File: src/rtl/ctl_dec_pkg.sv
package ctl_dec_pkg;
    localparam int OPC_W = 6;
    localparam int FN_W  = 6;

    typedef enum logic [2:0] {
        ALU_ADD  = 3'd0,
        ALU_SUB  = 3'd1,
        ALU_AND  = 3'd2,
        ALU_OR   = 3'd3,
        ALU_SLT  = 3'd4,
        ALU_SLTU = 3'd5,
        ALU_NOP  = 3'd7
    } alu_op_e;

    typedef enum logic [1:0] {DST_RT = 2'd0, DST_RD = 2'd1, DST_LINK = 2'd2} dst_e;
    typedef enum logic [1:0] {WB_ALU = 2'd0, WB_MEM = 2'd1, WB_LINK = 2'd2} wb_e;
    typedef enum logic [1:0] {PC_SEQ = 2'd0, PC_BR = 2'd1, PC_REG = 2'd2, PC_JMP = 2'd3} pc_e;
    typedef enum logic [1:0] {FK_ALU = 2'd0, FK_JR = 2'd1, FK_JALR = 2'd2, FK_BAD = 2'd3} fkind_e;

    localparam logic [OPC_W-1:0] OP_RTYPE = 6'h00;
    localparam logic [OPC_W-1:0] OP_JAL   = 6'h03;
    localparam logic [OPC_W-1:0] OP_BEQ   = 6'h04;
    localparam logic [OPC_W-1:0] OP_ADDI  = 6'h08;
    localparam logic [OPC_W-1:0] OP_SLTIU = 6'h0B;
    localparam logic [OPC_W-1:0] OP_LW    = 6'h23;
    localparam logic [OPC_W-1:0] OP_SW    = 6'h2B;

    localparam logic [FN_W-1:0] FN_JR   = 6'h08;
    localparam logic [FN_W-1:0] FN_JALR = 6'h09;
    localparam logic [FN_W-1:0] FN_ADD  = 6'h20;
    localparam logic [FN_W-1:0] FN_SUB  = 6'h22;
    localparam logic [FN_W-1:0] FN_AND  = 6'h24;
    localparam logic [FN_W-1:0] FN_OR   = 6'h25;
    localparam logic [FN_W-1:0] FN_SLT  = 6'h2A;

    typedef struct packed {
        dst_e    dst;
        logic    src_imm;
        logic    zext;
        alu_op_e op;
        logic    rd_en;
        logic    wr_en;
        logic    wr_raw;
        wb_e     wb;
        pc_e     pc;
    } ctl_t;
endpackage

File: src/rtl/ctl_func_dec.sv
module ctl_func_dec
    import ctl_dec_pkg::*;
(
    input  logic [FN_W-1:0] fn,
    output fkind_e          kind,
    output alu_op_e         r_op
);
    always_comb begin
        kind = FK_ALU;
        r_op = ALU_NOP;
        unique case (fn)
            FN_ADD:  r_op = ALU_ADD;
            FN_SUB:  r_op = ALU_SUB;
            FN_AND:  r_op = ALU_AND;
            FN_OR:   r_op = ALU_OR;
            FN_SLT:  r_op = ALU_SLT;
            FN_JR:   kind = FK_JR;
            FN_JALR: kind = FK_JALR;
            default: kind = FK_BAD;
        endcase
    end
endmodule

File: src/rtl/ctl_main_dec.sv
module ctl_main_dec
    import ctl_dec_pkg::*;
(
    input  logic [OPC_W-1:0] opc,
    input  fkind_e           kind,
    input  alu_op_e          r_op,
    output ctl_t             ctl
);
    always_comb begin
        ctl = '{dst: DST_RT, src_imm: 1'b0, zext: 1'b0, op: ALU_NOP,
                rd_en: 1'b0, wr_en: 1'b0, wr_raw: 1'b0, wb: WB_ALU, pc: PC_SEQ};
        unique case (opc)
            OP_RTYPE: begin
                unique case (kind)
                    FK_ALU: begin
                        ctl.dst    = DST_RD;
                        ctl.op     = r_op;
                        ctl.wr_raw = 1'b1;
                    end
                    FK_JR: ctl.pc = PC_REG;
                    FK_JALR: begin
                        ctl.dst    = DST_RD;
                        ctl.wb     = WB_LINK;
                        ctl.pc     = PC_REG;
                        ctl.wr_raw = 1'b1;
                    end
                    default: ;
                endcase
            end
            OP_ADDI, OP_SLTIU: begin
                ctl.src_imm = 1'b1;
                ctl.zext    = (opc == OP_SLTIU);
                ctl.op      = (opc == OP_SLTIU) ? ALU_SLTU : ALU_ADD;
                ctl.wr_raw  = 1'b1;
            end
            OP_LW: begin
                ctl.src_imm = 1'b1;
                ctl.op      = ALU_ADD;
                ctl.rd_en   = 1'b1;
                ctl.wb      = WB_MEM;
                ctl.wr_raw  = 1'b1;
            end
            OP_SW: begin
                ctl.src_imm = 1'b1;
                ctl.op      = ALU_ADD;
                ctl.wr_en   = 1'b1;
            end
            OP_BEQ: begin
                ctl.op = ALU_SUB;
                ctl.pc = PC_BR;
            end
            OP_JAL: begin
                ctl.dst    = DST_LINK;
                ctl.wb     = WB_LINK;
                ctl.pc     = PC_JMP;
                ctl.wr_raw = 1'b1;
            end
            default: ;
        endcase
    end
endmodule

File: src/rtl/ctl_dest_gate.sv
module ctl_dest_gate
    import ctl_dec_pkg::*;
#(
    parameter int REG_AW   = 5,
    parameter int LINK_REG = (1 << REG_AW) - 1
) (
    input  dst_e              dst,
    input  logic [REG_AW-1:0] rt,
    input  logic [REG_AW-1:0] rd,
    input  logic              wr_raw,
    output logic [REG_AW-1:0] wr_addr,
    output logic              reg_wr
);
    localparam logic [REG_AW-1:0] LINK_A = REG_AW'(LINK_REG);

    always_comb begin
        unique case (dst)
            DST_RD:   wr_addr = rd;
            DST_LINK: wr_addr = LINK_A;
            default:  wr_addr = rt;
        endcase
        reg_wr = wr_raw && (wr_addr != '0);
    end
endmodule

File: src/rtl/instr_ctrl_decode.sv
module instr_ctrl_decode
    import ctl_dec_pkg::*;
#(
    parameter int DATA_W = 32,
    parameter int REG_AW = 5,
    parameter int IMM_W  = 16
) (
    input  logic [DATA_W-1:0] instr,
    output logic [1:0]        dst_sel,
    output logic [REG_AW-1:0] wr_addr,
    output logic              alu_src_imm,
    output logic              imm_zext,
    output logic [DATA_W-1:0] ext_imm,
    output logic [2:0]        alu_op,
    output logic              mem_rd,
    output logic              mem_wr,
    output logic              reg_wr,
    output logic [1:0]        wb_sel,
    output logic [1:0]        pc_sel
);
    localparam int OPC_LSB = DATA_W - OPC_W;
    localparam int RS_LSB  = OPC_LSB - REG_AW;
    localparam int RT_LSB  = RS_LSB - REG_AW;
    localparam int RD_LSB  = RT_LSB - REG_AW;
    localparam int PAD_W   = DATA_W - IMM_W;

    logic [OPC_W-1:0]  opc;
    logic [FN_W-1:0]   fn;
    logic [REG_AW-1:0] rt, rd;
    logic [IMM_W-1:0]  imm;
    logic              unused_fields;
    fkind_e            kind;
    alu_op_e           r_op;
    ctl_t              ctl;

    assign opc = instr[DATA_W-1:OPC_LSB];
    assign rt  = instr[RT_LSB +: REG_AW];
    assign rd  = instr[RD_LSB +: REG_AW];
    assign fn  = instr[FN_W-1:0];
    assign imm = instr[IMM_W-1:0];
    assign unused_fields = ^{instr[RS_LSB +: REG_AW], instr[RD_LSB-1:FN_W]};

    ctl_func_dec i_fn (.fn(fn), .kind(kind), .r_op(r_op));

    ctl_main_dec i_main (.opc(opc), .kind(kind), .r_op(r_op), .ctl(ctl));

    ctl_dest_gate #(.REG_AW(REG_AW)) i_dest (
        .dst(ctl.dst), .rt(rt), .rd(rd), .wr_raw(ctl.wr_raw),
        .wr_addr(wr_addr), .reg_wr(reg_wr)
    );

    assign ext_imm     = ctl.zext ? {{PAD_W{1'b0}}, imm} : {{PAD_W{imm[IMM_W-1]}}, imm};
    assign dst_sel     = ctl.dst;
    assign alu_src_imm = ctl.src_imm;
    assign imm_zext    = ctl.zext;
    assign alu_op      = ctl.op;
    assign mem_rd      = ctl.rd_en;
    assign mem_wr      = ctl.wr_en;
    assign wb_sel      = ctl.wb;
    assign pc_sel      = ctl.pc;
endmodule

File: config.mk
export PLATFORM = sky130hd
export DESIGN_NAME = instr_ctrl_decode
export DESIGN_NICKNAME = d
export VERILOG_FILES = /design/src/rtl/ctl_dec_pkg.sv /design/src/rtl/ctl_func_dec.sv /design/src/rtl/ctl_main_dec.sv /design/src/rtl/ctl_dest_gate.sv /design/src/rtl/instr_ctrl_decode.sv
export SDC_FILE = /design/constraint.sdc
export NUM_CORES = 1
export LEC_CHECK = 0
export BUFFER_PORTS_ARGS = -buffer_cell sky130_fd_sc_hd__buf_2
export CORE_MARGIN = 2
export CORE_UTILIZATION = 35
export DETAILED_ROUTE_END_ITERATION = 16
export PLACE_DENSITY = 0.86
export SETUP_SLACK_MARGIN = 0.15
export SYNTH_ARGS = -nofsm -noshare
export SYNTH_HDL_FRONTEND = slang
export SYNTH_SLANG_ARGS = --single-unit
File: constraint.sdc
create_clock -name vclk -period 3.53
set_input_delay 0.5295 -clock vclk [all_inputs]
set_output_delay 0.5295 -clock vclk [all_outputs]
set_load 0.05 [all_outputs]
==> metrics list, run 1 <==
- Outcome: finished, violations left
* Violated checks: negative setup slack
* Max-cap violations: 0
* Buffers & Inverters on Critical Path: 4
- Fin nets: 198
- Total die area: 0.00230 mm2
* Worst hold path class: in2out
- The share of synthesized area in the top cell type comes to 0.344.
- Internal Dissipation: 50.9 uW
- Transition time of the tightest slew-check pin: 0.653 ns
- The number of global-route vias before repair is 739.
- Summed over all nets, the half-perimeter wirelength after detailed placement is 1760 um.
- Fraction of power spent switching nets: 0.713
* Antenna cells: 0
- The count of endpoints failing hold in the final timing report came to 0.
- The critical path is of the in2out type.
- Setup violations remaining at the end of the flow were counted as 1.
- Worst path cell trace: buf_8, nand2b_4, buf_4, nand2b_4, ha_4, o31ai_2, and3_4, inv_2, ha_4, nor2_4, a21oi_4, or4_4, o22a_4, buf_8
- For this configuration, the core starts out at a cell density of 0.384.
- Dominant delay contributor by cell family on the critical path: simple AND/OR/NAND/NOR gates
- Worst-path fanout max: 5
- Unrepaired setup endpoints after global routing: true
- Horizontal extent of the die: 48.0 um
* Wire per inst: 13.0 um
- Power per cell area: 148 mW/mm2
* Antenna violations before repair: 0
- In this design, the stage delay of the slowest critical-path cell is 0.53 ns.
* Growth of design area from synthesis to finish: 76.3%
- Entering global routing, the biggest net connects 17 pins.
- Wires add up to 2400 um.
* Hold buffer count at cts: 0
* Share of post-route cells with drive strength above 1: 0.713
* Vias per Instance: 4.76
- Number of clock buffers in the layout: 0
* Peak ir drop on the vdd network: 73.2 uV
- For this run, design rule violations remaining after detail routing come to 0.
- Synth warn: 0
- The share of the Yosys chip area taken by registers is 0.
- A synthesized cell averages 6.64 um2.
* Vertical die dimension: 48.0 um
- The share of total power dissipated in the clock network is 0.
- Power share of the combinational group: 1.000
- Post-place setup slack: -0.158 ns
- Summed over all failing endpoints, the final setup total negative slack is -0.0104 ns.
- Final worst slack: -0.0104 ns
* Minimum clock period after layout: 3.54 ns
- The worst hold path terminates at ext_imm[6].
- Cell Area, Synth: 677 um2
- # port buffers: 68
* Total track usage: 0.191
- The total overflow left after global routing is 0.
- Dividing the final minimum period by the clock period gives 1.00.
* Hold Crit Depth: 0
- The slowest stage of the critical path belongs to the cell sky130_fd_sc_hd__or4_4.
- At the end of routability-driven placement, the weighted congestion stood at 0.757.
* Number of cells on the critical path: 14
* Largest area contributor in the netlist: sky130_fd_sc_hd__buf_4
- The first global-routing pass estimated 3190 um of wire.
* Area taken by flip-flops and latches: 0 um2
- Share of power burned in registers: 0
- The design has 0 sequential cells.
- Top cells by area, synth: sky130_fd_sc_hd__buf_4, sky130_fd_sc_hd__nand2_1, sky130_fd_sc_hd__ha_1, sky130_fd_sc_hd__a21oi_1, sky130_fd_sc_hd__nor4bb_1
- For this design the static power due to leakage is 0.000630 uW.
- Antenna Violating Nets Remaining: 0
- The worst setup path is captured at a primary output.
- Unique cell type count in the Yosys netlist: 32
- Mapped Nets: 138
- P_sw: 126 uW
- Gate Count Post-Synth: 102
* Core area: 0.00176 mm2
- Routed vias: 880
* Data arrival time at the worst-slack endpoint: 3.01 ns
* Commonest cells in the netlist: sky130_fd_sc_hd__buf_4, sky130_fd_sc_hd__nand2_1, sky130_fd_sc_hd__a21oi_1
* Cell with the most instances after synthesis: sky130_fd_sc_hd__buf_4
- Slew Limit Fails: 0
* Required time worst endpoint: 3.00 ns
- First-pass DRT Iterations: 4
- Io pins: 83
* Highest attainable clock frequency: 0.282 GHz
- STA classifies the critical path startpoint as an input pin.
* First DRT Iteration DRCs: 11
* Max-Slew Margin vs Limit: 0.564
* Number of placement rows: 15
* Hold wc startpoint: instr[6]
==> layer usage <==
layer	GRT usage	part of all wire	vias to the layer above
met2	0.381	0.55	36
met4	0.0595	0.027	0
met3	0.0113	0.053	6
met1	0.209	0.37	401
li1	-	-	437
met5	0	0	-
==> cell type report <==
| class | count | area, um2 |
|---|---|---|
| Inverter | 4 | 17.5 |
| Multi-Input combinational cell | 67 | 588 |
| Fill cell | 144 | 571 |
| Timing Repair Buffer | 89 | 557 |
| Tap cell | 25 | 31.3 |
==> layout by cell type, fill, tap and decap left out, drive strengths merged <==
cell / netlist / routed
a2111oi: 1 / 1
a21oi: 6 / 6
a31oi: 1 / 1
and2: 1 / 1
and2b: 2 / 2
and3: 2 / 2
and3b: 2 / 2
and4b: 1 / 1
buf: 31 / 89
ha: 4 / 4
inv: 4 / 4
mux2: 1 / 1
nand2: 14 / 14
nand2b: 3 / 3
nand3: 1 / 1
nor2: 4 / 4
nor2b: 4 / 4
nor3: 4 / 4
nor4: 2 / 2
nor4b: 1 / 1
nor4bb: 2 / 2
o211a: 1 / 1
o21ai: 5 / 5
o22a: 1 / 1
o31ai: 1 / 1
or2: 2 / 2
or4: 1 / 1
==> metrics by stage <==
stage / area [um2] / instances / utilization / hold slack (ns) / total power [uW]
final: 1190 / 185 / 0.677 / 1.06 / 177
after CTS: 1110 / 184 / 0.632 / 1.06 / 168
after global routing: 1190 / 185 / 0.677 / 1.06 / 186
after detailed placement: 936 / 170 / 0.530 / 1.06 / 160
after global placement: 936 / 170 / 0.530 / 1.06 / 157
after floorplan: 752 / 102 / - / 1.23 / 150
==> timing repair <==
action                     in CTS  in global routing
pin swaps                      12                 12
buffers inserted               14                  1
setup endpoints to repair       1                  2
gates resized for setup        19                 19
==> logic make-up after synthesis <==
family / synth area share
and+or+nand+nor: 0.401
buffers and inverters: 0.366
AOI/OAI and AO/OA: 0.142
muxes: 0.0166
adders and majority gates: 0.0739
==> power by group through the flow <==
stage	combinational, uW	sequential [uW]	clock, uW
2_1_floorplan	150	0	0
3_3_place_gp	157	0	0
3_5_place_dp	160	0	0
4_1_cts	168	0	0
5_1_grt	186	0	0
6_report	177	0	0
==> how the worst max path moves through the flow <==
stage	startpoint	slack (ns)	to
after global routing	instr[0]	-0.09	reg_wr
after global placement	instr[2]	-0.14	reg_wr
after floorplan	instr[2]	-0.06	reg_wr
final	instr[2]	-0.01	reg_wr
after detailed placement	instr[2]	-0.16	reg_wr
after CTS	instr[2]	-0.002	reg_wr
Power figures use the tool's default switching activity.
==> run 2: changes to the inputs <==
--- a/config.mk
+++ b/config.mk
@@ -5,7 +5,7 @@
 export SDC_FILE = /design/constraint.sdc
 export NUM_CORES = 1
 export LEC_CHECK = 0
-export BUFFER_PORTS_ARGS = -buffer_cell sky130_fd_sc_hd__buf_2
+export BUFFER_PORTS_ARGS = -buffer_cell sky130_fd_sc_hd__buf_4
 export CORE_MARGIN = 2
 export CORE_UTILIZATION = 35
 export DETAILED_ROUTE_END_ITERATION = 16
==> metrics list, run 2 (synthesized netlist as in run 1, its figures left out) <==
- For hold timing, the worst endpoint is ext_imm[6].
- Worst-path fanout max: 5
* Via count of the first global-routing pass: 902
- The repair_antennas step left the layout with diodes totalling 0.
- Entering global routing, the biggest net connects 17 pins.
* Post-route cell area: 0.00140 mm2
* Total die area: 0.00230 mm2
* Count of sequential standard cells: 0
- Hold Crit Depth: 0
- After detailed routing, the total wire length is 2870 um.
- Power per cell area: 145 mW/mm2
* Horizontal extent of the die: 48.0 um
- Static timing analysis puts the maximum clock frequency at 0.280 GHz.
- The count of nets left with antenna violations once routing finished came out at 0.
- For the pin with the worst max-slew slack, the measured transition is 0.854 ns.
* Post-place setup slack: -0.140 ns
- Growth of design area from synthesis to finish: 106%
- Violated checks: negative setup slack
- The startpoint identified for the worst hold timing path is instr[6].
- The initial utilization of the core area, before any placement, comes to 0.384.
- Registers take 0 um2.
* Most frequent cells in the layout: sky130_fd_sc_hd__buf_4, sky130_fd_sc_hd__buf_6, sky130_fd_sc_hd__nand2_1
- Number of design rule violations left after detail routing: 0
- Across every metal layer, demand over resource in global routing totals 0.250.
* Final cycle utilization of the critical path: 1.01
* Vias per Instance: 5.02
- The number of hold buffers added after CTS was 0.
- Setup violations remaining at the end of the flow were counted as 1.
- For this run, the detailed router's first-pass iteration total came to 4.
- Across the run, the number of max-cap violations was 0.
- At the worst endpoint, the required time is 3.00 ns.
- Routed vias: 949
- Slew Limit Fails: 0
- Power comes to 202 uW.
- The worst pin sits at a relative slew slack of 0.430.
- STA classifies the critical path endpoint as a primary output.
- Final worst slack: -0.0429 ns
* Final Hold Vio Count: 0
* Most common cell after layout, fill and taps aside: sky130_fd_sc_hd__buf_4
- Number of placement rows: 15
* Placer congestion estimate: 0.738
- Layout filler cell count: 122
* Unrepaired setup endpoints after global routing: true
- The min-delay analysis places its worst path in the category in2out.
* Share of post-route cells with drive strength above 1: 0.707
* Antenna violations before repair: 0
- After detailed placement, the total cell area comes to 0.00114 mm2.
- For this run the aggregate overflow at the end of global routing stands at 0.
- The routed design could run at a clock period as short as 3.57 ns.
- In this run the static leakage power is 0.000700 uW.
- Critical Path Start Type: input pin
- The worst-case IR drop observed on VDD is 91.6 uV.
- Outcome: finished, violations left
* Hpwl dp: 1900 um
- Vertical die dimension: 48.0 um
* Placed cell count: 175
- After detailed routing, the average wire length per cell comes to 15.2 um.
- In this run the standard cell core region covers 0.00176 mm2.
* Start-to-end type of the worst setup path: in2out
- Excluding fillers, the count of instances in the completed layout stands at 189.
- In this run, the number of DRC markers left after iteration 0 of detailed routing was 16.
* Data arrival time at the worst-slack endpoint: 3.04 ns
* Wire length of the first global-routing pass: 4140 um
- The layout has 0 clock buffers.
- Area of the multi-input gates: 564 um2
- # port buffers: 68
* Fin nets: 202
* Io pins: 83
## run 2: how the worst max path moves through the flow
stage             start  endpoint  slack (ns)  depth (start not counted)
3_5_place_dp   instr[2]    reg_wr       -0.14                         14
2_1_floorplan  instr[2]    reg_wr       -0.06                         12
6_report       instr[0]    reg_wr       -0.04                         12
3_3_place_gp   instr[2]    reg_wr       -0.11                         14
5_1_grt        instr[2]    reg_wr       -0.11                         14
4_1_cts        instr[2]    reg_wr       -0.02                         14
## run 2: stage by stage
step                       util  setup TNS, ns  hold WS, ns
after CTS                 0.757        -0.0213         1.06
final                     0.791        -0.0429         1.06
after floorplan               -        -0.0573         1.23
after global placement    0.648         -0.113         1.06
after detailed placement  0.648         -0.140         1.06
after global routing      0.791         -0.108         1.06
## run 2: worst max-delay path, stage by stage
cell	delay, ns
sky130_fd_sc_hd__buf_8	0.10
sky130_fd_sc_hd__buf_4	0.14
sky130_fd_sc_hd__mux2_2	0.30
sky130_fd_sc_hd__o31ai_2	0.19
sky130_fd_sc_hd__and3_4	0.24
sky130_fd_sc_hd__inv_4	0.05
sky130_fd_sc_hd__ha_4	0.26
sky130_fd_sc_hd__nor2_4	0.24
sky130_fd_sc_hd__a21oi_4	0.09
sky130_fd_sc_hd__or4_4	0.53
sky130_fd_sc_hd__o22a_4	0.22
sky130_fd_sc_hd__buf_8	0.14
## run 2: final cells by class
cell class / instances / area share
Timing Repair Buffer: 93 / 0.559
Multi-Input combinational cell: 67 / 0.404
Tap cell: 25 / 0.0224
Inverter: 4 / 0.0143
## run 2: repair_timing
item	in CTS	in global routing
setup endpoints to repair	1	2
gates resized for setup	24	12
cloned	0	0
pin swaps	11	13
hold endpoints to repair	0	0
buffers inserted	13	1
## run 2: routing by layer
layer,global-route usage,part of all wire,up-vias
met5,0,0,-
li1,-,-,448
met4,0.0757,0.026,0
met2,0.485,0.56,47
met1,0.286,0.35,442
met3,0.0151,0.058,12
## run 2: report_power, final
| part | internal, uW | switching [uW] | leakage (uW) |
|---|---|---|---|
| Clock | 0 | 0 | 0 |
| Sequential | 0 | 0 | 0 |
| Combinational | 72.7 | 129 | 0.000700 |
==> run 3: changes to the inputs <==
--- a/config.mk
+++ b/config.mk
@@ -7,10 +7,11 @@
 export LEC_CHECK = 0
 export BUFFER_PORTS_ARGS = -buffer_cell sky130_fd_sc_hd__buf_4
 export CORE_MARGIN = 2
-export CORE_UTILIZATION = 35
+export CORE_UTILIZATION = 38
 export DETAILED_ROUTE_END_ITERATION = 16
-export PLACE_DENSITY = 0.86
+export PLACE_DENSITY = 0.85
 export SETUP_SLACK_MARGIN = 0.15
 export SYNTH_ARGS = -nofsm -noshare
 export SYNTH_HDL_FRONTEND = slang
+export SYNTH_HIERARCHICAL = 1
 export SYNTH_SLANG_ARGS = --single-unit
==> metrics list, run 3 <==
- Growth of design area from synthesis to finish: 69.0%
- Data arrival time at the worst-slack endpoint: 2.81 ns
* Fraction of the yosys area taken by sequential cells: 0
* Vias per Instance: 4.97
- Synthesized area divided by synthesized cell count: 6.46 um2
- Buffers & Inverters on Critical Path: 4
- Across the VDD grid, the largest voltage drop is 126 uV.
* Horizontal extent of the die: 50.3 um
- Setup repair after global routing could not meet its margin everywhere.
- First-pass DRT Iterations: 4
- The most common cell in the synthesized netlist is sky130_fd_sc_hd__buf_4.
- For this run, the number of standard cells in the final layout without fillers is 197.
* Worst path cell trace: buf_4, or4_4, nand2b_4, nor2_4, inv_2, ha_4, buf_4, nor2_4, a21oi_4, o41a_4, buf_8
- Highest attainable clock frequency: 0.299 GHz
* Number of placement rows: 16
- Number of design rule violations left after detail routing: 0
- Minimum clock period after layout: 3.34 ns
- Unique cell type count in the Yosys netlist: 36
* Antenna cells: 0
* Power per cell area: 152 mW/mm2
- Summed over all nets, the half-perimeter wirelength after detailed placement is 1830 um.
- The share of synthesized area in the top cell type comes to 0.286.
- STA puts the critical path data required time at 3.00 ns.
* Via count of the first global-routing pass: 902
* Number of endpoints failing setup at the final stage: 0
- Core area: 0.00198 mm2
- Max-cap violations: 0
* Core utilization of the finished layout: 0.694
- From bottom edge to top edge, the die measures 50.3 um.
- Among cell families on the critical path, the largest total delay comes from simple AND/OR/NAND/NOR gates.
* Gate Count Post-Synth: 126
- Critical Path Sink Type: primary output
- For this design the top-level I/O count stands at 83.
* Placed cell count: 189
- Outcome: finished clean
- Crit-path slowest cell: sky130_fd_sc_hd__or4_4
* Final worst slack: 0.186 ns
- Placer congestion estimate: 0.752
- Most frequent cells in the layout: sky130_fd_sc_hd__buf_4, sky130_fd_sc_hd__nand2_1, sky130_fd_sc_hd__a21oi_1
* Leak Pwr: 0.000651 uW
- Worst-path fanout max: 10
* Synth warn: 6
- First DRT Iteration DRCs: 12
- Wire length of the first global-routing pass: 3820 um
* Largest net degree at the start of global routing: 17
- Final cycle utilization of the critical path: 0.947
* Routed vias: 980
- In the final routed layout, each cell accounts on average for 12.3 um.
- Counting instances in the post-synthesis netlist gives the leading cell types as sky130_fd_sc_hd__buf_4, sky130_fd_sc_hd__nand2_1, sky130_fd_sc_hd__a21oi_1, sky130_fd_sc_hd__nor2_1, sky130_fd_sc_hd__nor2b_1.
- In the finished layout, the clock tree contains a buffer count of 0.
- Total routed wirelength: 2420 um
- CP peak stage delay: 0.53 ns
- Measured against its own limit, the worst slew margin works out to 0.666.
- The initial antenna violation count was 0.
- Worst hold path class: in2out
* Critical Path Start Type: input pin
* Top cells by area, synth: sky130_fd_sc_hd__buf_4, sky130_fd_sc_hd__a21oi_1, sky130_fd_sc_hd__ha_1, sky130_fd_sc_hd__nand2_1, sky130_fd_sc_hd__nor2_1
- Cell Area, Synth: 815 um2
- The final-report max-slew violation count is 0.
* Final Hold Vio Count: 0
* Transition time of the tightest slew-check pin: 0.497 ns
- OpenSTA, run right after detailed placement, puts the worst setup slack at -0.0224 ns.
- Mapped Nets: 162
- In the final layout, the share of cells above drive strength 1 is 0.659.
- For this run, the total global-route usage over all layers was measured as 0.182.
- Global route total overflow: 0
- # port buffers: 68
- Tot Pwr: 209 uW
* Total die area: 0.00253 mm2
* Fin nets: 208
- Most common cell after layout, fill and taps aside: sky130_fd_sc_hd__buf_4
- The setup path with the least slack is of type in2out.
- Largest area contributor in the netlist: sky130_fd_sc_hd__buf_4
* Area taken by flip-flops and latches: 0 um2
* Antenna Violating Nets Remaining: 0
- For this configuration, the core starts out at a cell density of 0.411.
* Count of sequential standard cells: 0
-- run 3: cell count changes after synthesis, moves of 3 or more --
cell	previous run	this run
sky130_fd_sc_hd__a211oi_1	0	3
sky130_fd_sc_hd__nor2_1	3	12
sky130_fd_sc_hd__a21oi_1	6	12
sky130_fd_sc_hd__nor2b_1	2	6
-- run 3: stage by stage --
step	hold WS (ns)	cell area, um2	setup TNS, ns
CTS	1.06	1370	0
global placement	1.06	1220	0
global route	1.06	1380	0
floorplan	1.17	913	0
detailed placement	1.06	1220	-0.0224
finish	1.06	1380	0
-- run 3: cells by family (layout without fill, tap and decap cells) --
family,Yosys count,in the layout,synth area share
AND/OR/NAND/NOR,55,55,0.386
buffers and inverters,40,84,0.338
AO/OA/AOI/OAI,27,27,0.215
adder cells (fa/ha/maj),4,4,0.0614
-- run 3: area by class of cell --
type | instances | area, um2
Tap cell | 27 | 33.8
Inverter | 5 | 18.8
Fill cell | 170 | 606
Multi-Input combinational cell | 86 | 712
Timing Repair Buffer | 79 | 612
-- run 3: metal layers --
layer / track usage / part of all wire
met5: 0 / 0
met4: 0.00901 / 0.0017
met3: 0.00893 / 0.069
met2: 0.395 / 0.56
met1: 0.195 / 0.37
-- run 3: what timing repair did --
| item | 4_1_cts | 5_1_grt |
|---|---|---|
| setup endpoints to repair | 1 | 1 |
| hold buffers | 0 | 0 |
| pin swaps | 18 | 1 |
| setup buffers | 8 | 0 |
| gates resized for setup | 20 | 1 |
-- run 3: path summary, 6_finish.rpt --
| path | startpoint | to | slack [ns] | depth (start not counted) |
|---|---|---|---|---|
| setup / recovery | instr[28] | reg_wr | 0.19 | 11 |
| hold / removal | instr[7] | ext_imm[7] | 1.06 | 0 |
-- run 3: power breakdown --
| group | leakage (uW) | total (uW) | switching (uW) | internal (uW) |
|---|---|---|---|---|
| clock network | 0 | 0 | 0 | 0 |
| registers | 0 | 0 | 0 | 0 |
| logic | 0.000651 | 209 | 137 | 72.5 |
